**config.mk**
```make
export PLATFORM = sky130hd
export DESIGN_NAME = err_status_logger
export DESIGN_NICKNAME = d
export VERILOG_FILES = /design/src/rtl/err_log_pkg.sv /design/src/rtl/err_req_checks.sv /design/src/rtl/err_xlat_checks.sv /design/src/rtl/err_tier_log.sv /design/src/rtl/err_status_logger.sv
export SDC_FILE = /design/constraint.sdc
export NUM_CORES = 1
export LEC_CHECK = 0
export CORE_MARGIN = 3
export CORE_UTILIZATION = 41
export CTS_CLUSTER_DIAMETER = 30
export DETAILED_ROUTE_END_ITERATION = 10
export GPL_TIMING_DRIVEN = 0
export PLACE_DENSITY_LB_ADDON = 0.15
export SYNTH_ARGS = -nofsm -noshare
export SYNTH_HDL_FRONTEND = slang
export SYNTH_HIERARCHICAL = 1
export SYNTH_SLANG_ARGS = --single-unit
```
**constraint.sdc**
```tcl
create_clock -name clk -period 3.2 [get_ports clk]
set_input_delay 0.64 -clock clk [delete_from_list [all_inputs] [get_ports clk]]
set_output_delay 0.64 -clock clk [all_outputs]
set_load 0.03 [all_outputs]
```
**src/rtl/err_log_pkg.sv**
```systemverilog
package err_log_pkg;
  localparam int unsigned STAT_W = 8;
  localparam int unsigned NPATH  = 2;

  // request-path bit positions
  localparam int unsigned RQ_CMD   = 0;
  localparam int unsigned RQ_OVF   = 1;
  localparam int unsigned RQ_UPPER = 2;
  localparam int unsigned RQ_PIPE  = 3;
  localparam int unsigned RQ_HIPAR = 4;
  localparam int unsigned RQ_LOPAR = 5;
  localparam logic [STAT_W-1:0] RQ_MASK = 8'h3F;

  // translation-path bit positions
  localparam int unsigned XL_ILLEGAL = 1;
  localparam int unsigned XL_INVALID = 2;
  localparam int unsigned XL_PARITY  = 3;
  localparam logic [STAT_W-1:0] XL_MASK = 8'h0E;

  typedef enum logic [1:0] {
    SEL_RQ_FIRST = 2'd0,
    SEL_RQ_NEXT  = 2'd1,
    SEL_XL_FIRST = 2'd2,
    SEL_XL_NEXT  = 2'd3
  } reg_sel_e;

  function automatic logic [STAT_W-1:0] path_mask(input int unsigned p);
    return (p == 0) ? RQ_MASK : XL_MASK;
  endfunction
endpackage

```
**src/rtl/err_req_checks.sv**
```systemverilog
module err_req_checks
  import err_log_pkg::*;
#(
  parameter int unsigned ADDR_W = 64,
  parameter int unsigned HI_LSB = 40,
  parameter int unsigned QDEPTH = 16
) (
  input  logic              clk,
  input  logic              rst_n,
  input  logic              req_valid,
  input  logic              req_done,
  input  logic              req_cmd_bad,
  input  logic              req_pipe,
  input  logic              sideband_en,
  input  logic [ADDR_W-1:0] req_addr,
  input  logic              hi_par,
  input  logic              lo_par,
  output logic [STAT_W-1:0] ev
);
  localparam int unsigned CNT_W = $clog2(QDEPTH + 1);
  localparam logic [CNT_W-1:0] FULL = CNT_W'(QDEPTH);

  logic [CNT_W-1:0] cnt_q;
  logic accept, overflow, retire, upper_bad;

  generate
    if (ADDR_W > HI_LSB) begin : g_upper
      assign upper_bad = |req_addr[ADDR_W-1:HI_LSB];
    end else begin : g_no_upper
      assign upper_bad = 1'b0;
    end
  endgenerate

  assign accept   = req_valid && (cnt_q != FULL);
  assign overflow = req_valid && (cnt_q == FULL);
  assign retire   = req_done && ((cnt_q != '0) || accept);

  always_ff @(posedge clk) begin
    if (!rst_n) cnt_q <= '0;
    else        cnt_q <= cnt_q + CNT_W'(accept) - CNT_W'(retire);
  end

  always_comb begin
    ev           = '0;
    ev[RQ_CMD]   = req_valid && req_cmd_bad;
    ev[RQ_OVF]   = overflow;
    ev[RQ_UPPER] = req_valid && upper_bad;
    ev[RQ_PIPE]  = req_valid && req_pipe && sideband_en;
    ev[RQ_HIPAR] = hi_par;
    ev[RQ_LOPAR] = lo_par;
  end

  // the counter never passes the queue depth
  p_no_overflow_r8: assert property (@(posedge clk) disable iff (!rst_n)
    cnt_q <= FULL);
  // a request into a full queue leaves the count unchanged unless one retires
  p_full_hold_r8: assert property (@(posedge clk) disable iff (!rst_n)
    (cnt_q == FULL && req_valid && !req_done) |=> (cnt_q == FULL));
  // below full, no overflow event
  p_no_false_ovf_r8: assert property (@(posedge clk) disable iff (!rst_n)
    (cnt_q < FULL) |-> !ev[RQ_OVF]);
endmodule

```
**src/rtl/err_xlat_checks.sv**
```systemverilog
module err_xlat_checks
  import err_log_pkg::*;
#(
  parameter int unsigned XA_W = 40
) (
  input  logic              clk,
  input  logic              rst_n,
  input  logic              xl_valid,
  input  logic [XA_W-1:0]   xl_addr,
  input  logic [XA_W-1:0]   ap_base,
  input  logic [XA_W-1:0]   ap_top,
  input  logic              vga_en,
  input  logic              xl_to_pci,
  input  logic [XA_W-1:0]   mem_top,
  input  logic              entry_invalid,
  input  logic              par_err,
  output logic [STAT_W-1:0] ev
);
  localparam logic [XA_W-1:0] VGA_LO = XA_W'(20'hA0000);
  localparam logic [XA_W-1:0] VGA_HI = XA_W'(20'hBFFFF);

  logic in_aperture, in_vga, above_mem, illegal;

  assign in_aperture = (xl_addr >= ap_base) && (xl_addr <= ap_top);
  assign in_vga      = vga_en && (xl_addr >= VGA_LO) && (xl_addr <= VGA_HI);
  assign above_mem   = xl_addr > mem_top;
  assign illegal     = in_aperture || in_vga || xl_to_pci || above_mem;

  always_comb begin
    ev             = '0;
    ev[XL_ILLEGAL] = xl_valid && illegal;
    ev[XL_INVALID] = entry_invalid;
    ev[XL_PARITY]  = par_err;
  end

  // a PCI-routed translation is always illegal
  p_pci_illegal_r9: assert property (@(posedge clk) disable iff (!rst_n)
    (xl_valid && xl_to_pci) |-> ev[XL_ILLEGAL]);
  // no illegal flag without a valid translation
  p_idle_clean_r9: assert property (@(posedge clk) disable iff (!rst_n)
    !xl_valid |-> !ev[XL_ILLEGAL]);
endmodule

```
**src/rtl/err_tier_log.sv**
```systemverilog
module err_tier_log
  import err_log_pkg::*;
#(
  parameter logic [STAT_W-1:0] VALID_MASK = 8'hFF
) (
  input  logic              clk,
  input  logic              por_n,
  input  logic [STAT_W-1:0] ev,
  input  logic [STAT_W-1:0] clr_first,
  input  logic [STAT_W-1:0] clr_next,
  output logic [STAT_W-1:0] first_q,
  output logic [STAT_W-1:0] next_q
);
  logic [STAT_W-1:0] e, cf, cn, first_d, next_d;

  assign e  = ev & VALID_MASK;
  assign cf = clr_first & VALID_MASK;
  assign cn = clr_next & VALID_MASK;

  always_comb begin
    if (first_q == '0) begin
      first_d = e;
      next_d  = next_q & ~cn;
    end else begin
      first_d = (first_q & ~cf) | (first_q & e);
      next_d  = (next_q & ~cn) | (e & ~first_q);
    end
  end

  always_ff @(posedge clk) begin
    if (!por_n) begin
      first_q <= '0;
      next_q  <= '0;
    end else begin
      first_q <= first_d;
      next_q  <= next_d;
    end
  end

  // reserved bits stay zero
  p_reserved_zero_r6: assert property (@(posedge clk) disable iff (!por_n)
    ((first_q | next_q) & ~VALID_MASK) == '0);
  // a held first register gains no bits
  p_first_locked_r2: assert property (@(posedge clk) disable iff (!por_n)
    (first_q != '0) |=> ((first_q & ~$past(first_q)) == '0));
  // bits held in first are not newly set in next
  p_next_excl_r3: assert property (@(posedge clk) disable iff (!por_n)
    (first_q != '0) |=> ((next_q & ~$past(next_q) & $past(first_q)) == '0));
  // while first is empty, next only holds or clears
  p_next_quiet_r1: assert property (@(posedge clk) disable iff (!por_n)
    (first_q == '0 && clr_next == '0) |=> $stable(next_q));
endmodule

```
**src/rtl/err_status_logger.sv**
```systemverilog
module err_status_logger
  import err_log_pkg::*;
#(
  parameter int unsigned ADDR_W = 64,
  parameter int unsigned HI_LSB = 40,
  parameter int unsigned QDEPTH = 16,
  parameter int unsigned XA_W   = 40
) (
  input  logic              clk,
  input  logic              por_n,
  input  logic              soft_rst_n,
  input  logic              req_valid,
  input  logic              req_done,
  input  logic              req_cmd_bad,
  input  logic              req_pipe,
  input  logic              sideband_en,
  input  logic [ADDR_W-1:0] req_addr,
  input  logic              rdq_hi_par_err,
  input  logic              rdq_lo_par_err,
  input  logic              xl_valid,
  input  logic [XA_W-1:0]   xl_addr,
  input  logic [XA_W-1:0]   ap_base,
  input  logic [XA_W-1:0]   ap_top,
  input  logic              vga_en,
  input  logic              xl_to_pci,
  input  logic [XA_W-1:0]   mem_top,
  input  logic              xl_entry_invalid,
  input  logic              xl_par_err,
  input  logic [1:0]        reg_addr,
  input  logic              reg_wr,
  input  logic [7:0]        reg_wdata,
  output logic [7:0]        reg_rdata
);
  logic q_rst_n;
  logic [STAT_W-1:0] ev     [NPATH];
  logic [STAT_W-1:0] clr_f  [NPATH];
  logic [STAT_W-1:0] clr_n  [NPATH];
  logic [STAT_W-1:0] first  [NPATH];
  logic [STAT_W-1:0] next   [NPATH];

  assign q_rst_n = por_n && soft_rst_n;

  err_req_checks #(.ADDR_W(ADDR_W), .HI_LSB(HI_LSB), .QDEPTH(QDEPTH)) u_req (
    .clk(clk), .rst_n(q_rst_n), .req_valid(req_valid), .req_done(req_done),
    .req_cmd_bad(req_cmd_bad), .req_pipe(req_pipe), .sideband_en(sideband_en),
    .req_addr(req_addr), .hi_par(rdq_hi_par_err), .lo_par(rdq_lo_par_err),
    .ev(ev[0]));

  err_xlat_checks #(.XA_W(XA_W)) u_xlat (
    .clk(clk), .rst_n(por_n), .xl_valid(xl_valid), .xl_addr(xl_addr),
    .ap_base(ap_base), .ap_top(ap_top), .vga_en(vga_en), .xl_to_pci(xl_to_pci),
    .mem_top(mem_top), .entry_invalid(xl_entry_invalid), .par_err(xl_par_err),
    .ev(ev[1]));

  generate
    for (genvar p = 0; p < NPATH; p++) begin : g_path
      assign clr_f[p] = (reg_wr && reg_addr == 2'(2*p))     ? reg_wdata : '0;
      assign clr_n[p] = (reg_wr && reg_addr == 2'(2*p + 1)) ? reg_wdata : '0;
      err_tier_log #(.VALID_MASK(path_mask(p))) u_log (
        .clk(clk), .por_n(por_n), .ev(ev[p]), .clr_first(clr_f[p]),
        .clr_next(clr_n[p]), .first_q(first[p]), .next_q(next[p]));
    end
  endgenerate

  always_comb begin
    unique case (reg_sel_e'(reg_addr))
      SEL_RQ_FIRST: reg_rdata = first[0];
      SEL_RQ_NEXT:  reg_rdata = next[0];
      SEL_XL_FIRST: reg_rdata = first[1];
      SEL_XL_NEXT:  reg_rdata = next[1];
      default:      reg_rdata = '0;
    endcase
  end

  // soft reset alone leaves status untouched
  p_sticky_r10: assert property (@(posedge clk) disable iff (!por_n)
    (!soft_rst_n && !reg_wr && first[0] != '0) |=> (first[0] != '0));
endmodule

```
==> results.json <==
{
  "place_area_um2": 7129,
  "path_clk_slew_ns": 0.06,
  "finalPower_mw": 1.765,
  "period_minus_slack_ns": 3.057,
  "vdd_ir_drop_max_mv": 0.3419,
  "ys_warn_count": 6,
  "post-route-period-util_pct": 95.52,
  "rr_worst_depth": 13,
  "cts_buffer_depth": 2,
  "max_freq_ghz": 0.3271,
  "die_area_um2": 13110,
  "die_h_um": 114.5,
  "leakagePower_nw": 3.882,
  "netlist_instances": 621,
  "ios": 258,
  "start_kind": "input pin",
  "first_global_vias": 5485,
  "cts_tree": "yes",
  "clock_latency_ns": 0.26,
  "core_um2": 11170,
  "max_slew.worst_pin.slew_ns": 0.6014,
  "cts_root_buffer": "clkbuf_16",
  "crit_arrival_ns": 2.42,
  "gr-total-overflow": 0,
  "rows": 38,
  "syn-cell-area_um2": 4827,
  "grt_usage_pct": 23.07,
  "drv_cap": 0,
  "min-delay-path-class": "reg2reg",
  "final_area_um2": 7553,
  "htree_levels": 1,
  "critical_path_class": "in2out",
  "slew_violations": 0,
  "final_util_pct": 67.60,
  "min_from": "g_path[1].u_log/next_q[1]",
  "r2r_slack_ns": 0.52,
  "drt_iter0_drc": 170,
  "post_drt_via_cell_ratio": 5.268,
  "instances_no_fill": 990,
  "critPathRequiredTime_ns": 2.56,
  "power.density_nw_per_um2": 233.7,
  "setup_viol": 0,
  "vias": 5215,
  "r2r_end": "u_req/cnt_q[4]",
  "crit_end": "reg_rdata[4]",
  "startpoint": "reg_addr[0]",
  "cts_sinks": 23,
  "gp_congestion": 0.9014,
  "area_growth_pct": 56.48,
  "critPathCaptureType": "primary output",
  "dr.pass1.iters": 4,
  "drive_above_1_share_pct": 9.658,
  "drtAntennaViolNets": 0,
  "wl_per_cell_um": 15.91,
  "wl_mm": 15.75,
  "n_fill_cell": 940,
  "fin_skew_ns": 0.004278,
  "nets": 1227,
  "grt_pass1_wl_mm": 24.84,
  "hpwlAfterDp_mm": 13.83,
  "slew_headroom_pct": 59.54,
  "antenna_found_initial": 1,
  "chipWidth_um": 114.5,
  "grt_max_degree": 14,
  "start_util_pct": 43.20,
  "timing.hold.ws_ns": 0.4901,
  "io_buffers": 208,
  "hold_viol": 0,
  "cts_buffers": 3,
  "worstPathMaxFanout": 4,
  "status": "completed",
  "dp_cells": 981,
  "timing.rr.start": "u_req/cnt_q[2]",
  "drc": 0,
  "syn_avg_cell_area_um2": 7.773
}
==> cell type report <==
| class | instances | area, um2 | share of cell area [%] |
|---|---|---|---|
| flip-flops and latches | 23 | 460.4 | 6.096 |
| clock buffers | 3 | 75.07 | 0.9939 |
| diodes | 1 | 2.502 | 0.03313 |
| plain buffers | 33 | 222.7 | 2.948 |
| repair buffers | 212 | 2158 | 28.57 |
| clock inverters | 1 | 5.005 | 0.06626 |
| well taps | 140 | 175.2 | 2.319 |
| inverters | 129 | 484.2 | 6.410 |
| multi-input cells | 448 | 3970 | 52.56 |
==> routing by layer <==
metal  global-route usage [%]  routed length [um]
met5                        0                   0
met4                    5.305                 449
met3                    4.440                1182
met2                    43.93                7850
met1                    26.21                6271
==> critical path, cell delays in order <==
cell,delay (ns)
clkdlybuf4s50_1,0.59
mux4_1,0.57
clkdlybuf4s50_1,0.61
==> metrics by stage <==
stage / setup TNS (ns) / setup slack (ns)
2_1_floorplan: 0 / 0.6245
3_3_place_gp: -1.253 / -0.6588
3_5_place_dp: -1.403 / -0.6956
4_1_cts: 0 / 0.005714
5_1_grt: -0.003757 / -0.003757
6_report: 0 / 0.1432
==> registers in the layout, indices dropped and copies added (netlist names) <==
register	flops
u_req/cnt_q	5
g_path.u_log/first_q	9
g_path.u_log/next_q	9
==> power by group <==
| part | internal [mW] | switching [mW] | total (mW) |
|---|---|---|---|
| logic | 0.582 | 0.494 | 1.08 |
| registers | 0.351 | 0.0609 | 0.412 |
| clock network | 0.168 | 0.109 | 0.277 |
==> worst min path at each step <==
stage	slack (ns)	endpoint	depth (start not counted)
2_1_floorplan	0.45	g_path[0].u_log/next_q[4]	2
3_3_place_gp	0.47	g_path[1].u_log/next_q[2]	2
3_5_place_dp	0.48	g_path[0].u_log/next_q[5]	2
4_1_cts	0.50	g_path[0].u_log/next_q[5]	2
5_1_grt	0.52	g_path[0].u_log/next_q[3]	2
6_report	0.49	g_path[1].u_log/next_q[1]	2
==> layout by cell type (no fill, tap or decap), drive strengths merged, types with 3 or more instances in the layout <==
cell type	n
dlymetal6s2s	25
and2	5
a21boi	8
nand2	31
clkbuf	10
o21ai	24
nor4bb	6
or4	3
o211ai	4
o221a	6
and3	4
dlygate4sd2	13
nand4	20
nor3	7
and4b	9
buf	30
mux4	8
ha	126
inv	129
o31ai	3
nand3	15
nor2	20
a211oi	5
nor4	14
a2111oi	3
nand3b	14
conb	14
a21o	10
clkdlybuf4s50	170
and4	3
nor2b	9
a21oi	52
dfxtp	23
==> what timing repair did <==
action	CTS	global route
gates resized for setup	37	39
setup endpoints to repair	6	2
hold buffers	0	0
pin swaps	10	20
setup buffers	3	1
Power figures use the tool's default switching activity.
